### config.mk
export PLATFORM = sky130hd
export DESIGN_NAME = mac_filt
export DESIGN_NICKNAME = d
export VERILOG_FILES = /design/src/rtl/mac_filt_pkg.sv /design/src/rtl/mac_filt_table.sv /design/src/rtl/mac_filt_cmp.sv /design/src/rtl/mac_filt.sv
export SDC_FILE = /design/constraint.sdc
export NUM_CORES = 2
export LEC_CHECK = 0
export BUFFER_PORTS_ARGS = -buffer_cell sky130_fd_sc_hd__clkbuf_2
export CORE_ASPECT_RATIO = 0.5
export CORE_MARGIN = 3
export CORE_UTILIZATION = 30
export CTS_CLUSTER_SIZE = 24
export DETAILED_ROUTE_END_ITERATION = 12
export GPL_TIMING_DRIVEN = 0
export PLACE_DENSITY = 0.46
export RECOVER_POWER = 100
export REMOVE_ABC_BUFFERS = 1
export SYNTH_ARGS = -nofsm -noshare
export SYNTH_HDL_FRONTEND = slang
export SYNTH_HIERARCHICAL = 1
export SYNTH_SLANG_ARGS = --single-unit
### constraint.sdc
create_clock -name clk -period 8.4 [get_ports clk]
set_clock_uncertainty 0.1 [all_clocks]
set_input_delay 0.84 -clock clk [delete_from_list [all_inputs] [get_ports clk]]
set_output_delay 0.84 -clock clk [all_outputs]
set_load 0.01 [all_outputs]
### src/rtl/mac_filt_pkg.sv
package mac_filt_pkg;

    localparam int MAC_W  = 48;
    localparam int WORD_W = 32;

    typedef enum logic [1:0] {
        SEL_DA   = 2'b00,
        SEL_SA   = 2'b01,
        SEL_RSV2 = 2'b10,
        SEL_RSV3 = 2'b11
    } addr_sel_e;

    typedef struct packed {
        logic             valid;
        addr_sel_e        sel;
        logic [MAC_W-1:0] mac;
    } entry_t;

    // Control word: {enable, 13'b0, selector, mac[47:32]}
    function automatic logic [WORD_W-1:0] pack_ctrl(entry_t e);
        return {e.valid, 13'b0, e.sel, e.mac[47:32]};
    endfunction

    // True when an entry compares equal against the address its selector picks
    function automatic logic entry_hit(entry_t e, logic [MAC_W-1:0] da,
                                       logic [MAC_W-1:0] sa);
        logic r;
        case (e.sel)
            SEL_DA:  r = (e.mac == da);
            SEL_SA:  r = (e.mac == sa);
            default: r = 1'b0;
        endcase
        return e.valid && r;
    endfunction

endpackage

### src/rtl/mac_filt_table.sv
module mac_filt_table
    import mac_filt_pkg::*;
#(
    parameter int             N          = 16,
    parameter int             AW         = 16,
    parameter logic [AW-1:0]  PRIM_BASE  = 16'h5400,
    parameter logic [AW-1:0]  ALIAS_BASE = 16'h0040
) (
    input  logic                 clk,
    input  logic                 rst,
    input  logic                 por_rst,
    input  logic                 wr_en,
    input  logic [AW-1:0]        addr,
    input  logic [WORD_W-1:0]    wdata,
    output logic [WORD_W-1:0]    rdata,
    input  logic                 nvm_load,
    input  logic [MAC_W-1:0]     nvm_mac,
    output entry_t [N-1:0]       tab
);
    localparam int            IDX_W  = $clog2(N);
    localparam logic [AW-1:0] SPAN_W = AW'(N * 8);

    logic [AW-1:0]    off_p, off_a, off;
    logic             in_p, in_a, acc_hit, acc_hi, wr_ok;
    logic [IDX_W-1:0] acc_idx;
    logic [N-1:0]     vld_vec;

    always_comb begin
        off_p   = addr - PRIM_BASE;
        off_a   = addr - ALIAS_BASE;
        in_p    = (addr >= PRIM_BASE) && (off_p < SPAN_W);
        in_a    = (addr >= ALIAS_BASE) && (off_a < SPAN_W);
        off     = in_p ? off_p : off_a;
        acc_hit = (in_p || in_a) && (off[1:0] == 2'b00);
        acc_idx = off[IDX_W+2:3];
        acc_hi  = off[2];
        wr_ok   = wr_en && acc_hit && !rst && !por_rst;
    end

    for (genvar i = 0; i < N; i++) begin : g_ent
        localparam bit IS_LAST  = (i == N - 1);
        localparam bit IS_FIRST = (i == 0);
        entry_t ent_q;

        always_ff @(posedge clk) begin
            if (por_rst) begin
                ent_q.valid <= 1'b0;
            end else if (rst) begin
                if (!IS_LAST) ent_q.valid <= 1'b0;
            end else if (IS_FIRST && nvm_load) begin
                ent_q.mac   <= nvm_mac;
                ent_q.sel   <= SEL_DA;
                ent_q.valid <= 1'b1;
            end else if (wr_ok && (acc_idx == IDX_W'(i))) begin
                if (acc_hi) begin
                    ent_q.mac[47:32] <= wdata[15:0];
                    ent_q.sel        <= addr_sel_e'(wdata[17:16]);
                    ent_q.valid      <= wdata[31];
                end else begin
                    ent_q.mac[31:0]  <= wdata;
                end
            end
        end

        assign tab[i]     = ent_q;
        assign vld_vec[i] = ent_q.valid;
    end

    always_comb begin
        rdata = '0;
        if (acc_hit) begin
            rdata = acc_hi ? pack_ctrl(tab[acc_idx]) : tab[acc_idx].mac[31:0];
        end
    end

    // Master reset clears enables below the last entry
    assert_mrst_clears_R9: assert property (@(posedge clk) disable iff (por_rst)
        rst |=> (vld_vec[N-2:0] == '0));

    // Master reset and blocked writes leave the last enable untouched
    assert_last_keeps_R9: assert property (@(posedge clk) disable iff (por_rst)
        rst |=> $stable(vld_vec[N-1]));

    // Power-on reset clears every enable
    assert_por_clears_R10: assert property (@(posedge clk) disable iff (1'b0)
        por_rst |=> (vld_vec == '0));

    // Load pulse leaves entry 0 enabled, destination-compared, holding the loaded address
    assert_nvm_load_R11: assert property (@(posedge clk) disable iff (rst || por_rst)
        nvm_load |=> (vld_vec[0] && tab[0].sel == SEL_DA && tab[0].mac == $past(nvm_mac)));

endmodule

### src/rtl/mac_filt_cmp.sv
module mac_filt_cmp
    import mac_filt_pkg::*;
#(
    parameter int N     = 16,
    parameter int IDX_W = $clog2(N)
) (
    input  logic               clk,
    input  logic               rst,
    input  entry_t [N-1:0]     tab,
    input  logic               cmp_valid,
    input  logic [MAC_W-1:0]   cmp_da,
    input  logic [MAC_W-1:0]   cmp_sa,
    output logic               match_valid,
    output logic               match_hit,
    output logic [IDX_W-1:0]   match_idx,
    output logic               pause_hit
);
    logic [N-1:0]     hit_vec;
    logic             found;
    logic [IDX_W-1:0] first_idx;
    logic             pause_c;

    always_comb begin
        for (int i = 0; i < N; i++) begin
            hit_vec[i] = entry_hit(tab[i], cmp_da, cmp_sa);
        end
        found     = 1'b0;
        first_idx = '0;
        for (int i = N - 1; i >= 0; i--) begin
            if (hit_vec[i]) begin
                found     = 1'b1;
                first_idx = IDX_W'(i);
            end
        end
        pause_c = tab[0].valid && (tab[0].sel == SEL_DA) && (tab[0].mac == cmp_da);
    end

    always_ff @(posedge clk) begin
        if (rst) begin
            match_valid <= 1'b0;
            match_hit   <= 1'b0;
            match_idx   <= '0;
            pause_hit   <= 1'b0;
        end else begin
            match_valid <= cmp_valid;
            match_hit   <= cmp_valid && found;
            match_idx   <= (cmp_valid && found) ? first_idx : '0;
            pause_hit   <= cmp_valid && pause_c;
        end
    end

    // A pause match is always also the lowest-index hit
    assert_pause_is_idx0_R8: assert property (@(posedge clk) disable iff (rst)
        pause_hit |-> (match_hit && match_idx == '0));

    // Results appear only one cycle after a strobe
    assert_hit_needs_req_R7: assert property (@(posedge clk) disable iff (rst)
        match_hit |-> $past(cmp_valid));

    // No hit reported means the index rests at zero
    assert_idle_idx_R7: assert property (@(posedge clk) disable iff (rst)
        !match_hit |-> (match_idx == '0));

endmodule

### src/rtl/mac_filt.sv
module mac_filt
    import mac_filt_pkg::*;
#(
    parameter int            N          = 16,
    parameter logic [15:0]   PRIM_BASE  = 16'h5400,
    parameter logic [15:0]   ALIAS_BASE = 16'h0040
) (
    input  logic        clk,
    input  logic        rst,
    input  logic        por_rst,
    input  logic        reg_wen,
    input  logic [15:0] reg_addr,
    input  logic [31:0] reg_wdata,
    output logic [31:0] reg_rdata,
    input  logic        nvm_load,
    input  logic [47:0] nvm_mac,
    input  logic        cmp_valid,
    input  logic [47:0] cmp_da,
    input  logic [47:0] cmp_sa,
    output logic        match_valid,
    output logic        match_hit,
    output logic [3:0]  match_idx,
    output logic        pause_hit
);
    entry_t [N-1:0] tab;
    logic           any_rst;

    assign any_rst = rst || por_rst;

    mac_filt_table #(
        .N(N), .AW(16), .PRIM_BASE(PRIM_BASE), .ALIAS_BASE(ALIAS_BASE)
    ) u_table (
        .clk(clk), .rst(rst), .por_rst(por_rst),
        .wr_en(reg_wen), .addr(reg_addr), .wdata(reg_wdata), .rdata(reg_rdata),
        .nvm_load(nvm_load), .nvm_mac(nvm_mac), .tab(tab)
    );

    mac_filt_cmp #(.N(N), .IDX_W(4)) u_cmp (
        .clk(clk), .rst(any_rst), .tab(tab),
        .cmp_valid(cmp_valid), .cmp_da(cmp_da), .cmp_sa(cmp_sa),
        .match_valid(match_valid), .match_hit(match_hit),
        .match_idx(match_idx), .pause_hit(pause_hit)
    );

endmodule

==> report_table.html <==
<table>
<tr><th>Metric</th><th>Value</th></tr>
<tr><th colspan="2">Finish</th></tr>
<tr><td>Growth of design area from synthesis to finish</td><td>14.0%</td></tr>
<tr><td>Number of nets at the end of the flow</td><td>4618</td></tr>
<tr><td>Share of final-layout standard cells stronger than drive strength 1</td><td>0.154</td></tr>
<tr><td>Post-layout instance count excluding filler cells</td><td>just under 7000</td></tr>
<tr><td>End-of-flow core utilization</td><td>0.346</td></tr>
<tr><th colspan="2">Global route</th></tr>
<tr><td>Pin count of the biggest net entering global routing</td><td>71</td></tr>
<tr><td>Number of global-route vias before repair</td><td>about 42000</td></tr>
<tr><td>Global-route wire length before repair</td><td>531 mm</td></tr>
<tr><td>Total gr overflow</td><td>0</td></tr>
<tr><td>Antenna violations before repair</td><td>148</td></tr>
<tr><td>Total global routing track utilization</td><td>0.481</td></tr>
<tr><th colspan="2">Job</th></tr>
<tr><td>Max capacitance violation total</td><td>92</td></tr>
<tr><th colspan="2">Run status</th></tr>
<tr><td>Outcome</td><td>complete, but fails checks</td></tr>
<tr><td>Failing checks</td><td>max-capacitance violations, max-slew violations</td></tr>
<tr><th colspan="2">Routing</th></tr>
<tr><td>First-pass detailed-route iteration total</td><td>7</td></tr>
<tr><td>Vias per cell</td><td>between 7 and 8</td></tr>
<tr><td>Residual DRC</td><td>0</td></tr>
<tr><td>Number of design-rule violations left by the first detailed-router iteration</td><td>11600</td></tr>
<tr><td>DRT antenna net count</td><td>0</td></tr>
<tr><td>Final routed wire length divided by cell count</td><td>63.8 µm</td></tr>
<tr><td>Post-Route WL</td><td>438 mm</td></tr>
<tr><td>Detailed-route via count</td><td>approximately 50000</td></tr>
<tr><th colspan="2">Power</th></tr>
<tr><td>Leak pwr</td><td>approximately 19 nW</td></tr>
<tr><td>Cell internal power dissipation</td><td>7.28 mW</td></tr>
<tr><td>Total power consumption of the routed design</td><td>10.7 mW</td></tr>
<tr><td>Sw Pwr</td><td>~3.5 mW</td></tr>
<tr><td>Relative contribution of the clock network to total power</td><td>0.407</td></tr>
<tr><td>Power per unit of standard cell area</td><td>184 mW/mm²</td></tr>
<tr><td>Switching power as a share of total power</td><td>0.322</td></tr>
<tr><td>Part of the power in registers</td><td>0.424</td></tr>
<tr><td>Maximum VDD drop</td><td>0.000146 V</td></tr>
<tr><td>Combinational power share</td><td>0.168</td></tr>
<tr><th colspan="2">Yosys</th></tr>
<tr><td>Post-synthesis instance area</td><td>about 0.051 mm²</td></tr>
<tr><td>Most common cell in the netlist</td><td>sky130_fd_sc_hd__edfxtp_1</td></tr>
<tr><td>Share of synthesized area occupied by flip-flops and latches</td><td>0.479</td></tr>
<tr><td>Number of synthesized register bits</td><td>823</td></tr>
<tr><td>Total number of yosys warnings</td><td>6</td></tr>
<tr><td>Number of instances in the synthesized netlist</td><td>4343</td></tr>
<tr><td>Most instantiated flip-flop cell in the synthesis netlist</td><td>sky130_fd_sc_hd__edfxtp_1</td></tr>
<tr><td>Library cells used by synthesis</td><td>90</td></tr>
<tr><td>Yosys top cell area share</td><td>0.470</td></tr>
<tr><td>Top post-synthesis cells by area</td><td>sky130_fd_sc_hd__edfxtp_1, sky130_fd_sc_hd__mux4_2, sky130_fd_sc_hd__xnor2_1</td></tr>
<tr><td>Number of flops mapped to enable cells by yosys</td><td>800</td></tr>
<tr><td>Share of synthesized flip-flops with an asynchronous set or reset</td><td>0</td></tr>
<tr><td>Library cell with the largest summed area after synthesis</td><td>sky130_fd_sc_hd__edfxtp_1</td></tr>
<tr><td>Cell types with the highest counts after synthesis</td><td>sky130_fd_sc_hd__edfxtp_1, sky130_fd_sc_hd__xnor2_1, sky130_fd_sc_hd__nand2_1</td></tr>
<tr><td>Syn avg cell area</td><td>around 12 µm²</td></tr>
<tr><th colspan="2">Timing</th></tr>
<tr><td>Headroom to the max-slew limit</td><td>-1.66</td></tr>
<tr><td>Ratio of final minimum period to clock period</td><td>0.974</td></tr>
<tr><td>Least-Margin Pin Slew</td><td>3.98 ns</td></tr>
<tr><td>RSZ-0062 raised after global routing</td><td>no</td></tr>
<tr><td>Max Clock Freq</td><td>0.122 GHz</td></tr>
<tr><td>Final worst hold slack</td><td>0.284 ns</td></tr>
<tr><td>Final Max Slew Viols</td><td>1732</td></tr>
<tr><td>Final worst slack</td><td>0.216 ns</td></tr>
<tr><td>Post-layout min period</td><td>8.18 ns</td></tr>
<tr><td>Final hold violations</td><td>0</td></tr>
<tr><td>Number of setup violations in the final report</td><td>0</td></tr>
<tr><th colspan="2">Worst setup path</th></tr>
<tr><td>Cell with the most instances on the worst path</td><td>sky130_fd_sc_hd__a21oi_1</td></tr>
<tr><td>Data required time at the worst endpoint</td><td>8.87 ns</td></tr>
<tr><td>Critical path endpoint category</td><td>register</td></tr>
<tr><td>Category of the most critical setup path</td><td>in -&gt; reg</td></tr>
<tr><td>R2r worst-path depth</td><td>14</td></tr>
<tr><td>Cell breakdown of the critical path</td><td>clkbuf_2, clkinv_1, nor3_1, o22ai_1, o41ai_1, nand4_1, nor4_1, a211o_1, a21oi_1, o21ba_1, o21ai_1, a211oi_2, o21bai_1, a21oi_1</td></tr>
<tr><td>Maximum cell stage delay along the critical path</td><td>1.81 ns</td></tr>
<tr><td>Largest driver fanout on the critical path</td><td>15</td></tr>
<tr><td>CP startpoint kind</td><td>input port</td></tr>
<tr><td>Worst EP arrival</td><td>a little under 9 ns</td></tr>
<tr><td>Slowest cell on crit path</td><td>sky130_fd_sc_hd__clkinv_1</td></tr>
<tr><th colspan="2">Clock network</th></tr>
<tr><td>TritonCTS Sinks</td><td>roughly 820</td></tr>
<tr><td>Number of gates resized after CTS</td><td>0</td></tr>
<tr><td>Number of setup buffers added after CTS</td><td>0</td></tr>
<tr><td>Depth of the CTS H-tree</td><td>3</td></tr>
<tr><td>Root cell of the clock tree</td><td>sky130_fd_sc_hd__clkbuf_16</td></tr>
<tr><td>Clock buffer depth</td><td>3</td></tr>
<tr><td>CTS Hold Buffers Added</td><td>0</td></tr>
<tr><td>CTS Buf Count</td><td>89</td></tr>
<tr><td>TritonCTS clock tree</td><td>yes</td></tr>
<tr><td>Worst-Skew Late Latency</td><td>0.74 ns</td></tr>
<tr><td>Clock-pin slew on the worst setup and hold paths</td><td>0.06 ns</td></tr>
<tr><th colspan="2">Hold path</th></tr>
<tr><td>Worst min-delay path class</td><td>in -&gt; reg</td></tr>
<tr><td>Depth of the worst hold-timing path</td><td>3</td></tr>
<tr><th colspan="2">Floorplanning</th></tr>
<tr><td>Number of top-level pins</td><td>237</td></tr>
<tr><td>Die outline area</td><td>0.176 mm²</td></tr>
<tr><td>Core region area</td><td>0.168 mm²</td></tr>
<tr><td>Vertical extent of the die</td><td>between 200 and 300 µm</td></tr>
<tr><td>Site row count</td><td>106</td></tr>
<tr><td>Die X</td><td>590 µm</td></tr>
<tr><td>Starting Density</td><td>0.304</td></tr>
<tr><th colspan="2">Placement</th></tr>
<tr><td>HPWL after DPL</td><td>316 mm</td></tr>
<tr><td>Final weighted congestion in routability-driven placement</td><td>between 1 and 1.5</td></tr>
<tr><td>Cell count after placement</td><td>6589</td></tr>
<tr><td>Pre-CTS setup slack</td><td>roughly 0.45 ns</td></tr>
<tr><td>Buffers added on ports</td><td>about 240</td></tr>
</table>
[path summary, 6_finish.rpt]
check                       end             start  slack (ns)
max          u_cmp/match_idx[0]        cmp_sa[10]        0.22
min             u_cmp/match_hit         cmp_valid        0.28
max reg2reg  u_cmp/match_idx[0]  u_table/tab[762]        1.85
min reg2reg    u_table/tab[458]  u_table/tab[458]        0.42
[routing by layer]
metal | vias up | wire length [µm] | GRT usage
li1 | 17100 | - | -
met1 | 26400 | 170000 | 0.627
met3 | 1098 | 83400 | 0.325
met2 | 5790 | 156000 | 0.581
met5 | - | 867 | 0.00244
met4 | 56 | 27200 | 0.249
[cells by family after synthesis]
kind of cell | Yosys count | synth area share
compound gates | 963 | 0.127
xor+xnor | 606 | 0.104
fa+ha+maj | 1 | 0.000245
buf+inv | 504 | 0.0396
flops | 823 | 0.479
mux | 493 | 0.159
simple gates | 953 | 0.0908
[worst max-delay path: cells and delay by family]
kind / cells / cell delay, ns
buffers and inverters: 2 / 2.95
AOI/OAI and AO/OA: 9 / 2.89
and+or+nand+nor: 3 / 1.90
[power groups by stage]
stage / combinational [mW] / clock [mW] / sequential (mW)
after floorplan: 0.494 / 0 / 4.62
after global placement: 1.66 / 0 / 4.64
after detailed placement: 1.63 / 0 / 4.64
after CTS: 1.64 / 4.37 / 4.55
after global routing: 1.71 / 4.53 / 4.55
final: 1.81 / 4.37 / 4.55
[layout make-up]
type                            instances  area, µm²
Fill cell                           16600     110000
Antenna cell                          104        260
Sequential cell                       823      24500
Inverter                              166        623
Clock inverter                         56        649
Clock buffer                          109       2340
Timing Repair Buffer                  323       2300
Multi-Input combinational cell       3016      24700
Tap cell                             2268       2840
[per-stage QoR]
step / area (µm²) / TNS, ns
after detailed placement: 55700 / 0
after CTS: 58600 / 0
after global placement: 53700 / -4458.13
after floorplan: 49700 / 0
final: 58200 / 0
after global routing: 58000 / 0
[cells in the final DEF (no fill, tap or decap), types with 19 or more instances in the layout]
cell / Yosys / final
sky130_fd_sc_hd__o221ai_1: 44 / 44
sky130_fd_sc_hd__nand2_1: 280 / 281
sky130_fd_sc_hd__buf_16: 0 / 19
sky130_fd_sc_hd__xor2_1: 245 / 245
sky130_fd_sc_hd__a211oi_1: 39 / 38
sky130_fd_sc_hd__edfxtp_1: 800 / 800
sky130_fd_sc_hd__dfxtp_1: 23 / 23
sky130_fd_sc_hd__a221oi_1: 66 / 66
sky130_fd_sc_hd__mux2i_1: 224 / 224
sky130_fd_sc_hd__o21ai_0: 155 / 155
sky130_fd_sc_hd__o211ai_1: 41 / 41
sky130_fd_sc_hd__nor2_1: 251 / 249
sky130_fd_sc_hd__a22oi_1: 43 / 43
sky130_fd_sc_hd__nor4_1: 89 / 86
sky130_fd_sc_hd__o22ai_1: 103 / 103
sky130_fd_sc_hd__nand4_1: 82 / 82
sky130_fd_sc_hd__clkbuf_1: 245 / 119
sky130_fd_sc_hd__xnor2_1: 361 / 361
sky130_fd_sc_hd__inv_1: 137 / 128
sky130_fd_sc_hd__diode_2: 0 / 104
sky130_fd_sc_hd__clkinv_1: 25 / 37
sky130_fd_sc_hd__clkbuf_2: 0 / 170
sky130_fd_sc_hd__mux4_2: 253 / 253
sky130_fd_sc_hd__nor3_1: 62 / 63
sky130_fd_sc_hd__buf_12: 1 / 22
sky130_fd_sc_hd__a21oi_1: 234 / 234
sky130_fd_sc_hd__clkbuf_16: 0 / 90
sky130_fd_sc_hd__a22o_1: 28 / 28
sky130_fd_sc_hd__o2111ai_1: 37 / 39
sky130_fd_sc_hd__nand3_1: 41 / 41
sky130_fd_sc_hd__nand2b_1: 36 / 21
[sequential cells by signal, indices dropped and copies added (netlist names)]
| register | cells |
|---|---|
| u_cmp/match_hit | 1 |
| u_cmp/match_idx | 4 |
| u_cmp/match_valid | 1 |
| u_table/tab | 816 |
| u_cmp/pause_hit | 1 |
(Power assumes the default switching activity.)
